## config.mk

```make
export PLATFORM = sky130hd
export DESIGN_NAME = bitband_bridge
export DESIGN_NICKNAME = d
export VERILOG_FILES = /design/src/rtl/bb_pkg.sv /design/src/rtl/bb_decode.sv /design/src/rtl/bb_bitmerge.sv /design/src/rtl/bb_seq.sv /design/src/rtl/bitband_bridge.sv
export SDC_FILE = /design/constraint.sdc
export NUM_CORES = 1
export LEC_CHECK = 0
export BUFFER_PORTS_ARGS = -buffer_cell sky130_fd_sc_hd__buf_2
export CAP_MARGIN = 20
export CORE_MARGIN = 4
export CORE_UTILIZATION = 48
export DETAILED_ROUTE_END_ITERATION = 10
export PLACE_DENSITY = 0.8
export SLEW_MARGIN = 20
export SYNTH_ARGS = -nofsm -noshare
export SYNTH_HDL_FRONTEND = slang
export SYNTH_HIERARCHICAL = 1
export SYNTH_SLANG_ARGS = --single-unit
```

## constraint.sdc

```tcl
create_clock -name clk -period 5.7 [get_ports clk]
set_input_delay 0.285 -clock clk [delete_from_list [all_inputs] [get_ports clk]]
set_output_delay 0.285 -clock clk [all_outputs]
set_load 0.005 [all_outputs]
```

## src/rtl/bb_pkg.sv

```systemverilog
package bb_pkg;
  localparam int AW        = 32;
  localparam int DW        = 32;
  localparam int LANE_LOG2 = $clog2(DW / 8);
  localparam int BIT_W     = $clog2(DW);

  typedef logic [AW-1:0]    addr_t;
  typedef logic [DW-1:0]    data_t;
  typedef logic [BIT_W-1:0] bitsel_t;

  typedef enum logic [1:0] {ST_IDLE, ST_RD, ST_WR, ST_RESP} seq_st_t;

  typedef struct packed {
    logic    write;
    logic    alias_op;
    addr_t   addr;
    bitsel_t bitn;
    data_t   data;
  } bus_req_t;

  // Address falls inside [base, base + 2**span_log2)
  function automatic logic in_alias(addr_t a, addr_t base, int span_log2);
    addr_t off;
    off = a - base;
    return (a >= base) && ((off >> span_log2) == '0);
  endfunction

  // Each target word owns DW alias words: strip bit index and lane bits
  function automatic addr_t alias_word(addr_t a, addr_t alias_base, addr_t tgt_base);
    addr_t off;
    off = a - alias_base;
    return tgt_base + ((off >> (BIT_W + LANE_LOG2)) << LANE_LOG2);
  endfunction

  function automatic bitsel_t alias_bit(addr_t a, addr_t alias_base);
    addr_t off;
    off = a - alias_base;
    return off[BIT_W+LANE_LOG2-1:LANE_LOG2];
  endfunction
endpackage

```

## src/rtl/bb_decode.sv

```systemverilog
module bb_decode
  import bb_pkg::*;
#(
  parameter addr_t ALIAS_BASE      = 32'h2200_0000,
  parameter addr_t TARGET_BASE     = 32'h2000_0000,
  parameter int    ALIAS_SPAN_LOG2 = 25
) (
  input  logic     up_write,
  input  addr_t    up_addr,
  input  data_t    up_wdata,
  output bus_req_t req
);
  logic hit;

  always_comb begin
    hit          = in_alias(up_addr, ALIAS_BASE, ALIAS_SPAN_LOG2);
    req.write    = up_write;
    req.alias_op = hit;
    req.addr     = hit ? alias_word(up_addr, ALIAS_BASE, TARGET_BASE) : up_addr;
    req.bitn     = hit ? alias_bit(up_addr, ALIAS_BASE) : '0;
    req.data     = up_wdata;
  end
endmodule

```

## src/rtl/bb_bitmerge.sv

```systemverilog
module bb_bitmerge
  import bb_pkg::*;
(
  input  data_t   word,
  input  bitsel_t bitn,
  input  logic    val,
  output data_t   merged,
  output logic    picked
);
  for (genvar i = 0; i < DW; i++) begin : g_lane
    assign merged[i] = (bitn == BIT_W'(i)) ? val : word[i];
  end

  assign picked = word[bitn];
endmodule

```

## src/rtl/bb_seq.sv

```systemverilog
module bb_seq
  import bb_pkg::*;
(
  input  logic     clk,
  input  logic     rst_n,
  input  logic     up_valid,
  input  bus_req_t req_d,
  output logic     up_ready,
  output data_t    up_rdata,
  output logic     dn_rd,
  output logic     dn_wr,
  output logic     dn_lock,
  output addr_t    dn_addr,
  output data_t    dn_wdata,
  input  data_t    dn_rdata,
  input  logic     dn_ready,
  output bus_req_t req_q,
  output data_t    word_q,
  input  data_t    merged,
  input  logic     picked
);
  seq_st_t st_q;

  // Named internal events
  logic rd_done, wr_done, rmw_op, accept;
  assign rd_done = (st_q == ST_RD) && dn_ready;
  assign wr_done = (st_q == ST_WR) && dn_ready;
  assign rmw_op  = req_q.alias_op && req_q.write;
  assign accept  = (st_q == ST_IDLE) && up_valid;

  always_ff @(posedge clk or negedge rst_n) begin
    if (!rst_n) begin
      st_q   <= ST_IDLE;
      req_q  <= '0;
      word_q <= '0;
    end else begin
      unique case (st_q)
        ST_IDLE: if (accept) begin
          req_q <= req_d;
          st_q  <= (req_d.write && !req_d.alias_op) ? ST_WR : ST_RD;
        end
        ST_RD: if (rd_done) begin
          word_q <= dn_rdata;
          st_q   <= rmw_op ? ST_WR : ST_RESP;
        end
        ST_WR:   if (wr_done) st_q <= ST_RESP;
        default: st_q <= ST_IDLE;
      endcase
    end
  end

  always_comb begin
    dn_rd    = (st_q == ST_RD);
    dn_wr    = (st_q == ST_WR);
    dn_lock  = rmw_op && (dn_rd || dn_wr);
    dn_addr  = req_q.addr;
    dn_wdata = req_q.alias_op ? merged : req_q.data;
    up_ready = (st_q == ST_RESP);
    up_rdata = '0;
    if (up_ready && !req_q.write)
      up_rdata = req_q.alias_op ? {{(DW-1){1'b0}}, picked} : word_q;
  end

  // Guards on the sequencer
  assert_lock_gapless_R5: assert property (@(posedge clk) disable iff (!rst_n)
    (dn_rd && dn_lock && dn_ready) |=> (dn_wr && dn_lock));
  assert_lock_in_cycle_R5: assert property (@(posedge clk) disable iff (!rst_n)
    dn_lock |-> (dn_rd || dn_wr));
  assert_rmw_same_word_R3: assert property (@(posedge clk) disable iff (!rst_n)
    (dn_rd && dn_lock && dn_ready) |=> $stable(dn_addr));
  assert_one_bit_R4: assert property (@(posedge clk) disable iff (!rst_n)
    (dn_wr && dn_lock) |-> ($countones(dn_wdata ^ word_q) <= 1));
  assert_wait_hold_R9: assert property (@(posedge clk) disable iff (!rst_n)
    ((dn_rd || dn_wr) && !dn_ready) |=>
      ($stable(dn_addr) && $stable(dn_rd) && $stable(dn_wr) && $stable(dn_wdata)));
  assert_strobe_excl_R9: assert property (@(posedge clk) disable iff (!rst_n)
    !(dn_rd && dn_wr));
  assert_stall_R7: assert property (@(posedge clk) disable iff (!rst_n)
    (dn_rd || dn_wr) |-> !up_ready);
  assert_ready_pulse_R7: assert property (@(posedge clk) disable iff (!rst_n)
    up_ready |=> !up_ready);
  assert_unlocked_read_R6: assert property (@(posedge clk) disable iff (!rst_n)
    (dn_rd && dn_ready && !dn_lock) |=> up_ready);
endmodule

```

## src/rtl/bitband_bridge.sv

```systemverilog
module bitband_bridge
  import bb_pkg::*;
#(
  parameter addr_t ALIAS_BASE      = 32'h2200_0000,
  parameter addr_t TARGET_BASE     = 32'h2000_0000,
  parameter int    ALIAS_SPAN_LOG2 = 25
) (
  input  logic          clk,
  input  logic          rst_n,
  input  logic          up_valid,
  input  logic          up_write,
  input  logic [AW-1:0] up_addr,
  input  logic [DW-1:0] up_wdata,
  output logic          up_ready,
  output logic [DW-1:0] up_rdata,
  output logic          dn_rd,
  output logic          dn_wr,
  output logic          dn_lock,
  output logic [AW-1:0] dn_addr,
  output logic [DW-1:0] dn_wdata,
  input  logic [DW-1:0] dn_rdata,
  input  logic          dn_ready
);
  bus_req_t req_d, req_q;
  data_t    word_q, merged;
  logic     picked;

  bb_decode #(
    .ALIAS_BASE     (ALIAS_BASE),
    .TARGET_BASE    (TARGET_BASE),
    .ALIAS_SPAN_LOG2(ALIAS_SPAN_LOG2)
  ) decode_i (
    .up_write(up_write),
    .up_addr (up_addr),
    .up_wdata(up_wdata),
    .req     (req_d)
  );

  bb_bitmerge merge_i (
    .word  (word_q),
    .bitn  (req_q.bitn),
    .val   (req_q.data[0]),
    .merged(merged),
    .picked(picked)
  );

  bb_seq seq_i (
    .clk     (clk),
    .rst_n   (rst_n),
    .up_valid(up_valid),
    .req_d   (req_d),
    .up_ready(up_ready),
    .up_rdata(up_rdata),
    .dn_rd   (dn_rd),
    .dn_wr   (dn_wr),
    .dn_lock (dn_lock),
    .dn_addr (dn_addr),
    .dn_wdata(dn_wdata),
    .dn_rdata(dn_rdata),
    .dn_ready(dn_ready),
    .req_q   (req_q),
    .word_q  (word_q),
    .merged  (merged),
    .picked  (picked)
  );

  // Outside the alias window the forwarded write carries the upstream data untouched
  assert_pass_data_R1: assert property (@(posedge clk) disable iff (!rst_n)
    (dn_wr && !req_q.alias_op) |-> (dn_wdata == req_q.data && !dn_lock));
endmodule

```

==> flow_metrics.py <==
metrics = {
    "power": {
        "p_total_mw": 3.45,
        "leakage_nw": 3.48,
        "irDropWorstVdd_v": 0.000464,
        "pwr_density_cell_mw_per_mm2": 465,
    },
    "floorplanning": {
        "die_area_sq_mm": 0.0152,
        "start_util": 0.496,
        "die_h_um": 123,
        "fp-row-count": 41,
        "core-area_sq_mm": 0.0128,
        "die_width_um": 123,
        "ios": 201,
    },
    "layout": {
        "antennaDiodeCount": 0,
        "area_growth_pct": 16.8,
        "fin_nets": 759,
        "final_core_util": 0.580,
        "layout-drive-gt1-share": 0.640,
        "fill_cells": 1044,
    },
    "grt": {
        "grt_antenna_before_repair": 1,
        "grt_overflow": 0,
        "grt_pass1_wl_um": 24100,
        "grt_max_degree": 73,
        "grt_pass1_vias": 4635,
        "grt_use_total": 0.205,
    },
    "clock_tree": {
        "root_buffer": "clkbuf_16",
        "cts_buffer_depth": 2,
        "clkSinkCount": 105,
        "path_clk_slew_ns": 0.07,
        "cts_tree": "yes",
        "clk_latency_ns": 0.35,
        "htreeDepth": 3,
        "cts-buffers-inserted": 9,
    },
    "sta": {
        "final-setup-viol-count": 0,
        "rsz0062_at_grt": "no",
        "finalMaxSlewViolations": 0,
        "fin_crit_sh": 0.589,
        "hold_viol_final": 0,
        "slew_headroom": 0.325,
        "tightest_slew_ns": 1.01,
        "setup-tns-final_ns": 0,
        "period_needed_ns": 3.36,
        "skew_ns": 0.00507,
        "max_freq_mhz": 298,
        "worst_slack_ns": 2.34,
    },
    "placed_design": {
        "port-buffer-count": 200,
        "place_congestion": 0.857,
        "dp_hpwl_um": 11400,
        "place_ws_ns": 2.71,
    },
    "routing": {
        "detail-route-antenna-nets": 0,
        "vias_per_cell": 5.30,
        "routed_wl_um": 15400,
        "drt-initial-drc-count": 229,
        "drt-wirelength-per-cell_um": 18.6,
        "vias": 4381,
        "firstDrtPassIters": 4,
        "drc": 0,
    },
    "worst_setup_path": {
        "reg2regPathDepth": 4,
        "crit_path_end_kind": "primary output",
        "arrival_ns": 3.07,
        "critPathKind": "reg -> out",
        "regToRegSetupSlack_ns": 3.54,
        "path_max_fanout": 22,
        "cp.required_ns": 5.41,
        "critPathLaunchType": "flip-flop",
    },
    "logic_synthesis": {
        "syn-num-nets": 610,
        "syn_area_per_cell_sq_um": 12.7,
        "syn_inst": 501,
        "synth.cell_area_sq_mm": 0.00636,
        "yosys_warnings": 6,
    },
    "min_path": {
        "hp-class": "in -> reg",
        "whs_path_depth": 2,
    },
    "job": {
        "cap_viol_max_count": 0,
    },
    "outcome": {
        "outcome": "complete, no violations",
    },
}
-- registers in the layout (all words and copies together) (netlist names) --
signal         cells
seq_i/dn_addr     32
seq_i/req_q       39
seq_i/st_q         2
seq_i/word_q      32
-- critical path, stage by stage, from the launching register on --
cell and delay, ns:
dfrtp_1 0.90, mux4_4 0.74, mux4_2 0.46, mux2_2 0.28, mux2i_1 0.15, nor2_1 0.07, buf_2 0.13
-- layout by cell type, fill, tap and decap left out, types with 3 or more instances in the layout --
master,count
nor3_1,6
a31oi_1,5
nand2_1,14
clkbuf_16,9
o21ai_0,3
inv_1,8
nor2_1,13
buf_4,4
clkbuf_8,3
dfrtp_1,104
buf_2,199
mux2_2,166
and2_1,41
mux4_2,9
nand3_1,5
nor3b_1,4
ha_1,8
mux2_4,19
nand2b_1,4
nor2b_1,3
-- repair_timing --
item / 4_1_cts / 5_1_grt
gates resized for setup: 0 / 0
hold buffers: 1 / 0
endpoints found under the hold margin: 49 / 0
setup buffers: 0 / 0
-- per-stage QoR --
| step | cells | area (sq um) | hold WS [ns] |
|---|---|---|---|
| 6_report | 827 | 7430 | 0.165 |
| 5_1_grt | 827 | 7430 | 0.158 |
| 4_1_cts | 827 | 7430 | 0.152 |
| 3_5_place_dp | 810 | 7120 | 0.352 |
| 3_3_place_gp | 810 | 7120 | 0.346 |
| 2_1_floorplan | 501 | 6360 | -0.0106 |
-- final timing paths --
path	to	startpoint
max in group asynchronous	seq_i/req_q[10]	rst_n
setup / recovery	up_rdata[0]	seq_i/req_q[33]
min in group asynchronous	seq_i/req_q[19]	rst_n
hold reg to reg	seq_i/req_q[16]	seq_i/req_q[16]
hold / removal	seq_i/word_q[3]	dn_rdata[3]
setup reg to reg	seq_i/req_q[7]	seq_i/st_q[0]
-- power breakdown --
group,internal [mW],switching [mW]
logic,0.866,0.543
registers,1.11,0.294
clock network,0.376,0.265
total,2.35,1.10
-- cell type report --
cell class	instances	area [sq um]	share of cell area
clock buffer	14	274	0.0369
clock inverter	2	35.0	0.00471
inverter	9	38.8	0.00522
multi-input combinational	321	3210	0.431
sequential	105	2630	0.354
tap	172	215	0.0289
timing repair buffer	204	1040	0.139
-- per-layer routing --
metal / track usage / routed length (um) / up-vias
met5: 0 / 7 / -
met4: 0.0657 / 225 / 2
met3: 0.0485 / 1110 / 18
met2: 0.345 / 7490 / 154
met1: 0.261 / 6580 / 2173
li1: - / - / 2034
No activity file was read; power rests on OpenSTA's default activity.
